$ cat config.mk
export PLATFORM = sky130hd
export DESIGN_NAME = aer_emu_core
export DESIGN_NICKNAME = d
export VERILOG_FILES = /design/src/rtl/aer_emu_pkg.sv /design/src/rtl/aer_inject.sv /design/src/rtl/aer_msg_arb.sv /design/src/rtl/aer_hdr_log.sv /design/src/rtl/aer_emu_core.sv
export SDC_FILE = /design/constraint.sdc
export NUM_CORES = 1
export LEC_CHECK = 0
export BUFFER_PORTS_ARGS = -buffer_cell sky130_fd_sc_hd__buf_2
export CAP_MARGIN = 25
export CELL_PAD_IN_SITES_DETAIL_PLACEMENT = 2
export CELL_PAD_IN_SITES_GLOBAL_PLACEMENT = 2
export CORE_MARGIN = 2
export CORE_UTILIZATION = 44
export CTS_BUF_LIST = sky130_fd_sc_hd__clkbuf_8
export DETAILED_ROUTE_END_ITERATION = 10
export PLACE_DENSITY = 0.95
export SYNTH_ARGS = -nofsm -noshare
export SYNTH_HDL_FRONTEND = slang
export SYNTH_SLANG_ARGS = --single-unit
export TNS_END_PERCENT = 10
$ cat constraint.sdc
create_clock -name clk -period 6.54 [get_ports clk]
set_clock_uncertainty 0.15 [all_clocks]
set_input_delay 0.654 -clock clk [delete_from_list [all_inputs] [get_ports clk]]
set_output_delay 0.654 -clock clk [all_outputs]
set_load 0.01 [all_outputs]
$ cat src/rtl/aer_emu_pkg.sv
package aer_emu_pkg;
  localparam int unsigned ADDR_W = 4;
  localparam logic [ADDR_W-1:0] A_UE_STAT = 4'd0;
  localparam logic [ADDR_W-1:0] A_UE_MASK = 4'd1;
  localparam logic [ADDR_W-1:0] A_UE_SEV  = 4'd2;
  localparam logic [ADDR_W-1:0] A_CE_STAT = 4'd3;
  localparam logic [ADDR_W-1:0] A_CE_MASK = 4'd4;
  localparam logic [ADDR_W-1:0] A_FEP     = 4'd5;
  localparam logic [ADDR_W-1:0] A_UE_EMU  = 4'd6;
  localparam logic [ADDR_W-1:0] A_CE_EMU  = 4'd7;
  localparam logic [ADDR_W-1:0] A_HDR0    = 4'd8;

  typedef enum logic [1:0] {
    MSG_COR   = 2'd0,
    MSG_NF    = 2'd1,
    MSG_FATAL = 2'd2
  } msg_kind_e;
endpackage

$ cat src/rtl/aer_inject.sv
module aer_inject #(
  parameter int unsigned DW        = 32,
  parameter int unsigned ADV_BIT   = 31,
  parameter int unsigned ADVNF_BIT = 13,
  localparam int unsigned IW       = $clog2(DW)
) (
  input  logic [DW-1:0] ue_emu,
  input  logic [DW-1:0] ce_emu,
  input  logic [DW-1:0] ue_stat,
  input  logic [DW-1:0] ue_mask,
  input  logic [DW-1:0] ue_sev,
  input  logic [DW-1:0] ce_mask,
  output logic [DW-1:0] ue_set,
  output logic [DW-1:0] ce_set,
  output logic          req_cor,
  output logic          req_nf,
  output logic          req_fatal,
  output logic          cand_valid,
  output logic [IW-1:0] cand_idx
);
  logic [DW-1:0] err_bits, open_bits, fresh, adv_vec;
  logic          adv;

  always_comb begin
    err_bits          = ue_emu;
    err_bits[ADV_BIT] = 1'b0;
    adv               = ue_emu[ADV_BIT] & (|err_bits);
    open_bits         = err_bits & ~ue_mask;
    adv_vec           = '0;
    adv_vec[ADVNF_BIT] = adv;

    ue_set    = err_bits;
    ce_set    = ce_emu | adv_vec;
    req_fatal = !adv && (|(open_bits & ue_sev));
    req_nf    = !adv && (|(open_bits & ~ue_sev));
    req_cor   = (|(ce_emu & ~ce_mask)) | (adv & ~ce_mask[ADVNF_BIT]);

    fresh      = open_bits & ~ue_stat;
    cand_valid = |fresh;
    cand_idx   = '0;
    for (int i = DW - 1; i >= 0; i--) begin
      if (fresh[i]) cand_idx = IW'(i);
    end
  end
endmodule

$ cat src/rtl/aer_msg_arb.sv
module aer_msg_arb (
  input  logic       clk,
  input  logic       rst_n,
  input  logic       req_cor,
  input  logic       req_nf,
  input  logic       req_fatal,
  input  logic       msg_ready,
  output logic       msg_valid,
  output logic [1:0] msg_type
);
  import aer_emu_pkg::*;

  logic [2:0] pend_q, sel;
  msg_kind_e  kind;

  always_comb begin
    sel  = 3'b000;
    kind = MSG_COR;
    if (pend_q[2]) begin
      sel  = 3'b100;
      kind = MSG_FATAL;
    end else if (pend_q[1]) begin
      sel  = 3'b010;
      kind = MSG_NF;
    end else if (pend_q[0]) begin
      sel  = 3'b001;
    end
  end

  assign msg_valid = |pend_q;
  assign msg_type  = kind;

  always_ff @(posedge clk) begin
    if (!rst_n) pend_q <= '0;
    else pend_q <= (pend_q & ~((msg_valid && msg_ready) ? sel : 3'b000))
                 | {req_fatal, req_nf, req_cor};
  end
endmodule

$ cat src/rtl/aer_hdr_log.sv
module aer_hdr_log #(
  parameter int unsigned DW    = 32,
  parameter int unsigned WORDS = 4,
  localparam int unsigned XW   = $clog2(WORDS)
) (
  input  logic          clk,
  input  logic          rst_n,
  input  logic          wr_en,
  input  logic [XW-1:0] wr_idx,
  input  logic [DW-1:0] wr_data,
  input  logic [XW-1:0] rd_idx,
  output logic [DW-1:0] rd_word
);
  logic [DW-1:0] hdr_q [WORDS];

  always_ff @(posedge clk) begin
    for (int g = 0; g < WORDS; g++) begin
      if (!rst_n) hdr_q[g] <= '0;
      else if (wr_en && wr_idx == XW'(g)) hdr_q[g] <= wr_data;
    end
  end

  assign rd_word = hdr_q[rd_idx];
endmodule

$ cat src/rtl/aer_emu_core.sv
module aer_emu_core
  import aer_emu_pkg::*;
#(
  parameter int unsigned DW        = 32,
  parameter int unsigned ADV_BIT   = 31,
  parameter int unsigned ADVNF_BIT = 13,
  parameter int unsigned HDR_WORDS = 4,
  localparam int unsigned IW       = $clog2(DW),
  localparam int unsigned XW       = $clog2(HDR_WORDS)
) (
  input  logic              clk,
  input  logic              rst_n,
  input  logic              wr_en,
  input  logic [ADDR_W-1:0] wr_addr,
  input  logic [DW-1:0]     wr_data,
  input  logic [ADDR_W-1:0] rd_addr,
  output logic [DW-1:0]     rd_data,
  output logic              msg_valid,
  input  logic              msg_ready,
  output logic [1:0]        msg_type
);
  logic [DW-1:0] ue_stat_q, ue_mask_q, ue_sev_q, ce_stat_q, ce_mask_q;
  logic [DW-1:0] ue_emu_q, ce_emu_q;
  logic          fep_valid_q;
  logic [IW-1:0] fep_idx_q;

  logic [DW-1:0] ue_set, ce_set, ue_clr, ce_clr, fep_word, hdr_word;
  logic          req_cor, req_nf, req_fatal, cand_valid, fep_hit;
  logic [IW-1:0] cand_idx;
  logic          hdr_wr, hdr_rd;
  logic [ADDR_W-1:0] hdr_woff, hdr_roff;

  aer_inject #(.DW(DW), .ADV_BIT(ADV_BIT), .ADVNF_BIT(ADVNF_BIT)) u_inject (
    .ue_emu(ue_emu_q), .ce_emu(ce_emu_q), .ue_stat(ue_stat_q),
    .ue_mask(ue_mask_q), .ue_sev(ue_sev_q), .ce_mask(ce_mask_q),
    .ue_set(ue_set), .ce_set(ce_set), .req_cor(req_cor), .req_nf(req_nf),
    .req_fatal(req_fatal), .cand_valid(cand_valid), .cand_idx(cand_idx)
  );

  aer_msg_arb u_arb (
    .clk(clk), .rst_n(rst_n), .req_cor(req_cor), .req_nf(req_nf),
    .req_fatal(req_fatal), .msg_ready(msg_ready), .msg_valid(msg_valid),
    .msg_type(msg_type)
  );

  assign hdr_woff = wr_addr - A_HDR0;
  assign hdr_roff = rd_addr - A_HDR0;
  assign hdr_wr = wr_en && (wr_addr >= A_HDR0)
                  && ({1'b0, wr_addr} < ({1'b0, A_HDR0} + (ADDR_W+1)'(HDR_WORDS)));
  assign hdr_rd = (rd_addr >= A_HDR0)
                  && ({1'b0, rd_addr} < ({1'b0, A_HDR0} + (ADDR_W+1)'(HDR_WORDS)));

  aer_hdr_log #(.DW(DW), .WORDS(HDR_WORDS)) u_hdr (
    .clk(clk), .rst_n(rst_n), .wr_en(hdr_wr), .wr_idx(hdr_woff[XW-1:0]),
    .wr_data(wr_data), .rd_idx(hdr_roff[XW-1:0]), .rd_word(hdr_word)
  );

  assign ue_clr  = (wr_en && wr_addr == A_UE_STAT) ? wr_data : '0;
  assign ce_clr  = (wr_en && wr_addr == A_CE_STAT) ? wr_data : '0;
  assign fep_hit = fep_valid_q && ue_clr[fep_idx_q];

  always_ff @(posedge clk) begin
    if (!rst_n) begin
      ue_stat_q   <= '0;
      ce_stat_q   <= '0;
      ue_mask_q   <= '0;
      ue_sev_q    <= '0;
      ce_mask_q   <= '0;
      ue_emu_q    <= '0;
      ce_emu_q    <= '0;
      fep_valid_q <= 1'b0;
      fep_idx_q   <= '0;
    end else begin
      ue_stat_q <= (ue_stat_q & ~ue_clr) | ue_set;
      ce_stat_q <= (ce_stat_q & ~ce_clr) | ce_set;
      ue_emu_q  <= (wr_en && wr_addr == A_UE_EMU) ? wr_data : '0;
      ce_emu_q  <= (wr_en && wr_addr == A_CE_EMU) ? wr_data : '0;
      if (wr_en && wr_addr == A_UE_MASK) ue_mask_q <= wr_data;
      if (wr_en && wr_addr == A_UE_SEV)  ue_sev_q  <= wr_data;
      if (wr_en && wr_addr == A_CE_MASK) ce_mask_q <= wr_data;
      if (cand_valid && (!fep_valid_q || fep_hit)) begin
        fep_valid_q <= 1'b1;
        fep_idx_q   <= cand_idx;
      end else if (fep_hit) begin
        fep_valid_q <= 1'b0;
      end
    end
  end

  always_comb begin
    fep_word          = '0;
    fep_word[IW-1:0]  = fep_idx_q;
    fep_word[DW-1]    = fep_valid_q;
    case (rd_addr)
      A_UE_STAT: rd_data = ue_stat_q;
      A_UE_MASK: rd_data = ue_mask_q;
      A_UE_SEV:  rd_data = ue_sev_q;
      A_CE_STAT: rd_data = ce_stat_q;
      A_CE_MASK: rd_data = ce_mask_q;
      A_FEP:     rd_data = fep_word;
      A_UE_EMU:  rd_data = ue_emu_q;
      A_CE_EMU:  rd_data = ce_emu_q;
      default:   rd_data = hdr_rd ? hdr_word : '0;
    endcase
  end
endmodule

==> summary.txt, run 1 <==
Status
  • Status: complete, no violations

Critical path
  • WS Path Type: in -> out
  • CP bufs+invs: 3
  • Cell family with most CP delay: buffers and inverters
  • Worst path depth: 6
  • Top cell by count, worst path: buf_4
  • Critical Path Slowest Stage Cell: and2_1
  • Critical R2R Launch: fep_idx_q[1]
  • Crit start category: primary input
  • Worst reg-to-reg setup slack: 3320 ps
  • Slowest Stage Delay on Critical Path: 770 ps
  • CP cell instances: buf_4 -> buf_4 -> and2_1 -> a21oi_1 -> o21ai_0 -> buf_2
  • Critical Path Fanout Max: 38
  • WP data arrival: 3480 ps
  • Crit. End Element: output pin
  • Critical path required time: 5740 ps
  • Reg-to-Reg End: fep_idx_q[1]
  • Reg2reg path depth: 6

Pwr
  • Peak supply drop: between 150 and 200 uV
  • P per Cell Area: 253 nW/um2
  • P_leak: 6.83 nW
  • Tot Pwr: slightly below 0.005 W

STA
  • Final slew viol count: 0
  • Final min period: 4290 ps
  • Headroom to the max-slew limit: 0.293
  • Final hold slack: 134 ps
  • Maximum clock frequency: 233 MHz
  • RSZ-0062 raised after global routing: false
  • Setup TNS: 0 ps
  • Fin crit share: 0.655
  • Final Hold Viols: 0
  • Slew @ Worst Pin: 1060 ps
  • Final Setup Violations: 0

CTS
  • # resized after CTS: 0
  • TritonCTS clock tree: done
  • Longest Clk Path Bufs: 3
  • # hold bufs at CTS: 0
  • Clock Latency Late Sink: a little over 700 ps
  • Number of clock sinks: around 360
  • Num CTS Buffers: 61
  • # H-tree levels: 2
  • Root Driver: clkbuf_8
  • Post-CTS Setup Bufs: 0
  • CTS clock-pin slew for the worst setup and hold paths: ~70 ps

Worst hold path
  • Hold path start: msg_ready
  • Hold Crit Depth: 4
  • Hold Path End: u_arb.pend_q[2]
  • HP Class: in -> reg

Floorplan
  • Full die area: ~40000 um2
  • Row cnt: 72
  • Initial core utilization: 0.444
  • DIE HEIGHT: 201 um
  • Die X: 201 um
  • Core Box Area: 38500 um2
  • Io pins: 79

Layout
  • Finished Cell Area: 19200 um2
  • Post-layout util: 0.499
  • Layout cell share with drive strength beyond 1: 0.143
  • # fillers: 4024
  • P&R area growth vs syn: 12.5%
  • Fin nets: 1854

Route
  • WL final: 81600 um
  • DRC: 0
  • Drt wl/cell: 34.3 um
  • Vias: 15700
  • Initial DRC Count: 1621
  • Vias per inst: 6.58
  • Pre-antenna DRT Iters: 6
  • Remaining antenna violation count: 0

Yosys
  • Synthesized net count: between 1500 and 2000
  • Yosys cell types: 59
  • FFs w/ async S/R, synth: 0
  • Commonest register cell after synthesis: dfxtp_1
  • Cell Area, Synth: 17100 um2
  • Syn_area_per_cell: 9.63 um2
  • Number of synthesized flops with an enable pin: approximately 130
  • Largest area contributor in the netlist: dfxtp_1
  • Yosys warning count: 0
  • Synth Register Bits: 361
  • Fraction of the yosys area taken by sequential cells: 0.498
  • Cells after Synth: 1773
  • Top post-synthesis cells by area: dfxtp_1, edfxtp_1, and2_1, nand2_1, mux4_2
  • Commonest cells in the synthesized netlist: nand2_1, dfxtp_1, and2_1, clkbuf_1, edfxtp_1
  • Most frequent cell after synthesis: nand2_1
  • Share of the synthesized area in the top cell type: 0.273

Global routing
  • Initial antenna violation count: 2
  • Largest net degree at the start of global routing: 80
  • Global-route wire length before repair: 118000 um
  • Vias in the first global route: roughly 17000
  • Remaining global-route overflow: 0
  • GRT Resource Usage Total: 0.401

Job
  • MaxCap Viol Count: 0

Placement
  • Placed cell areas: between 15000 and 20000 um2
  • Final HPWL DP: around 53000 um
  • Final GP Congestion: approximately 0.97
  • I/O Buffers: 78
## kinds of logic after synthesis
logic type             Yosys count  synth area share
AO/OA/AOI/OAI                  375             0.148
buffers and inverters          191            0.0431
flip-flops                     361             0.498
multiplexers                    65            0.0674
AND/OR/NAND/NOR                781             0.243
## worst max-delay path by stage
stage	from	slack, ps	endpoint
floorplan	wr_addr[0]	2570	u_hdr.hdr_q[2][0]
global placement	rd_addr[1]	2580	rd_data[15]
global route	rd_addr[1]	2290	rd_data[27]
detailed placement	rd_addr[1]	2400	rd_data[27]
finish	rd_addr[1]	2250	rd_data[27]
CTS	rd_addr[1]	2390	rd_data[27]
## area by class of cell
type / count / area (um2) / share of cell area
Timing Repair Buffer: 112 / 728 / 0.0379
Antenna cell: 1 / 2.50 / 0.000130
Multi-Input combinational cell: 1221 / 7950 / 0.414
Tap cell: 518 / 648 / 0.0337
Sequential cell: 361 / 8510 / 0.443
Inverter: 53 / 199 / 0.0104
Clock buffer: 69 / 950 / 0.0494
Clock inverter: 45 / 221 / 0.0115
## state kept, by name, summed over array words and instances (netlist names)
register / flops
ce_mask_q: 32
ue_sev_q: 32
ce_stat_q: 32
u_hdr.hdr_q: 128
fep_valid_q: 1
fep_idx_q: 5
ue_mask_q: 32
u_arb.pend_q: 3
ue_emu_q: 32
ce_emu_q: 32
ue_stat_q: 32
## layout by cell type (no fill, tap or decap), drive strengths merged, types with 3 or more instances in the layout
master / instances
nor3: 11
o32ai: 8
a21oi: 104
a31oi: 4
a21boi: 98
clkinv: 8
edfxtp: 128
nor2: 39
mux2i: 19
nand3b: 27
and3: 5
o2111ai: 6
and2: 195
or4: 6
nor3b: 45
mux4: 38
nand2b: 12
clkbuf: 69
nor4: 21
inv: 86
a221oi: 8
nand3: 12
a22o: 7
o22ai: 16
buf: 112
nor2b: 72
mux2: 8
a211o: 3
dfxtp: 233
nand2: 297
a22oi: 71
o21ai: 31
clkinvlp: 3
or3b: 8
nand4: 23
a222oi: 5
## metrics by stage
stage               setup slack [ps]  std cells
floorplan                       2570       1773
global placement                2580       2258
detailed placement              2400       2262
CTS                             2390       2376
global route                    2290       2379
finish                          2250       2380
## report_power, final
group	switching [W]	total, W	leakage [nW]	internal [W]
clock	0.00103	0.00203	0.707	0.00100
sequential	0.0000431	0.00243	3.11	0.00239
combinational	0.000268	0.000391	3.02	0.000123
## tightest hold or removal path, stage by stage
cell and delay, ps:
buf_2 90, nor2b_1 40, a21oi_1 110, nor2b_1 50
## layer usage
metal | vias to the layer above | part of all wire | track usage
met2 | 1015 | 0.47 | 0.657
met3 | 347 | 0.084 | 0.0914
met4 | 2 | 0.068 | 0.256
met5 | - | 0.00013 | 0
li1 | 6334 | - | -
met1 | 7974 | 0.38 | 0.475
(Power assumes the default switching activity.)
==> run 2: changes to the inputs <==
--- a/config.mk
+++ b/config.mk
@@ -10,10 +10,10 @@
 export CELL_PAD_IN_SITES_DETAIL_PLACEMENT = 2
 export CELL_PAD_IN_SITES_GLOBAL_PLACEMENT = 2
 export CORE_MARGIN = 2
-export CORE_UTILIZATION = 44
+export CORE_UTILIZATION = 41
 export CTS_BUF_LIST = sky130_fd_sc_hd__clkbuf_8
 export DETAILED_ROUTE_END_ITERATION = 10
-export PLACE_DENSITY = 0.95
+export PLACE_DENSITY = 0.93
 export SYNTH_ARGS = -nofsm -noshare
 export SYNTH_HDL_FRONTEND = slang
 export SYNTH_SLANG_ARGS = --single-unit
==> constraint.sdc (replaced) <==
create_clock -name clk -period 4.35 [get_ports clk]
set_clock_uncertainty 0.15 [all_clocks]
set_input_delay 0.435 -clock clk [delete_from_list [all_inputs] [get_ports clk]]
set_output_delay 0.435 -clock clk [all_outputs]
set_load 0.01 [all_outputs]
==> run 2 against run 1 <==
Effect of this change:
- register-to-register slack worse by 2100 ps
- final cell count up 0.80%
- hold slack worse by 110 ps
- largest cell class unchanged
- combinational power up 44%
- flip-flop and latch count unchanged
- clock-buffer cell count up 10
- critical endpoint is now rd_data[23]
- largest power group unchanged
- global-route usage down 4.0 points
- critical path depth up 1
- critical path type unchanged
==> summary.txt, run 2 (synthesis gave the netlist of run 1 again) <==
CTS
  • # hold bufs at CTS: 0
  • Root Driver: clkbuf_8
  • # resized after CTS: 0
  • Number of clock sinks: roughly 360
  • CTS clock-pin slew for the worst setup and hold paths: ~50 ps
  • Post-CTS Setup Bufs: 0
  • TritonCTS clock tree: done
  • Longest Clk Path Bufs: 3
  • # H-tree levels: 3
  • Clock Latency Late Sink: 650 ps
  • Num CTS Buffers: 66

Pwr
  • Tot Pwr: 0.00742 W
  • P per Cell Area: between 300 and 400 nW/um2
  • Peak supply drop: 235 uV
  • P_leak: 6.84 nW

Worst hold path
  • HP Class: in -> reg
  • Hold Path End: u_arb.pend_q[2]
  • Hold Crit Depth: 4
  • Hold path start: msg_ready

Placement
  • Final GP Congestion: 0.967
  • Placed cell areas: between 15000 and 20000 um2
  • I/O Buffers: 78
  • Final HPWL DP: 52600 um

Floorplan
  • Initial core utilization: 0.416
  • DIE HEIGHT: around 210 um
  • Die X: roughly 210 um
  • Core Box Area: 41000 um2
  • Full die area: 43300 um2
  • Io pins: 79
  • Row cnt: 74

Route
  • Remaining antenna violation count: 0
  • Drt wl/cell: 32.8 um
  • Vias: 15400
  • WL final: 78700 um
  • DRC: 0
  • Initial DRC Count: roughly 1700
  • Vias per inst: 6.43
  • Pre-antenna DRT Iters: 6

Layout
  • Largest register by flop count: u_hdr.hdr_q
  • # fillers: 4296
  • P&R area growth vs syn: 12.9%
  • Most common cell after layout, fill and taps aside: nand2_1
  • Max reg flops: around 130
  • Fin nets: between 1500 and 2000
  • Finished Cell Area: 19300 um2
  • Commonest non-fill, non-tap cells in the layout: nand2_1, dfxtp_1, and2_1, edfxtp_1, a21oi_1
  • Post-layout util: 0.470
  • Layout cell share with drive strength beyond 1: 0.148

STA
  • Final min period: 3390 ps
  • Final Hold Viols: 0
  • Setup TNS: 0 ps
  • Slew @ Worst Pin: 1210 ps
  • Final Setup Violations: 0
  • Final hold slack: 28.3 ps
  • Final slew viol count: 0
  • Fin crit share: 0.779
  • RSZ-0062 raised after global routing: false
  • Headroom to the max-slew limit: 0.194
  • Maximum clock frequency: 295 MHz

Global routing
  • GRT Resource Usage Total: 0.361
  • Initial antenna violation count: 4
  • Global-route wire length before repair: about 110000 um
  • Vias in the first global route: 16700
  • Largest net degree at the start of global routing: 82
  • Remaining global-route overflow: 0

Critical path
  • Critical path required time: 3760 ps
  • Crit. End Element: output pin
  • WP data arrival: 2810 ps
  • Worst reg-to-reg setup slack: approximately 1200 ps
  • Critical Path Fanout Max: 39
  • Reg2reg path depth: 6
  • WS Path Type: in -> out
  • Reg-to-Reg End: fep_idx_q[1]
  • Critical R2R Launch: fep_idx_q[1]
  • Crit start category: primary input

Job
  • MaxCap Viol Count: 0

Status
  • Status: complete, no violations
## run 2: cell types whose count changed in the layout (fill, tap and decap cells not counted), sizes merged
cell	previous run	this run
clkbuf	69	81
inv	86	79
buf	112	109
clkinv	8	10
clkinvlp	3	5
bufinv	1	0
## run 2: layer usage
metal / wire length [um] / vias to the layer above / part of all wire / track usage
li1: - / 6340 / - / -
met3: 6700 / 306 / 0.085 / 0.0880
met2: 37400 / 959 / 0.48 / 0.598
met1: 29300 / 7808 / 0.37 / 0.422
met4: 5310 / 2 / 0.067 / 0.226
met5: 13 / - / 0.00017 / 0
## run 2: cell type report
| class | instances | area, um2 | share of cell area |
|---|---|---|---|
| Antenna cell | 1 | 2.50 | 0.000130 |
| Clock buffer | 79 | 1090 | 0.0564 |
| Clock inverter | 41 | 188 | 0.00973 |
| Inverter | 53 | 199 | 0.0103 |
| Multi-Input combinational cell | 1221 | 7940 | 0.412 |
| Sequential cell | 361 | 8510 | 0.441 |
| Tap cell | 532 | 666 | 0.0345 |
| Timing Repair Buffer | 111 | 696 | 0.0361 |
## run 2: how the worst max path moves through the flow
stage                     startpoint                end  slack (ps)  depth (start not counted)
after floorplan           wr_addr[0]  u_hdr.hdr_q[2][0]         600                          4
after global routing      rd_addr[0]        rd_data[14]         920                          9
final                     rd_addr[0]        rd_data[23]         960                          7
after CTS                 rd_addr[0]         rd_data[7]        1050                          6
after detailed placement  rd_addr[1]        rd_data[31]        1080                          8
after global placement    rd_addr[1]        rd_data[16]        1170                          9
## run 2: metrics by stage
stage	setup WS (ps)	cells
floorplan	595	1773
global placement	1170	2276
detailed placement	1080	2276
CTS	1050	2396
global route	921	2398
finish	960	2399
## run 2: power breakdown
| part | leakage, nW | switching (W) | internal, W | total, W |
|---|---|---|---|---|
| logic | 3.01 | 0.000381 | 0.000183 | 0.000564 |
| clock network | 0.731 | 0.00155 | 0.00165 | 0.00320 |
| registers | 3.11 | 0.0000638 | 0.00359 | 0.00365 |
## run 2: critical path, stage by stage
cell and delay (ps):
buf_4 590, nand2b_1 260, nor2_2 170, buf_4 240
a222oi_1 590, nand4_1 280, buf_2 210
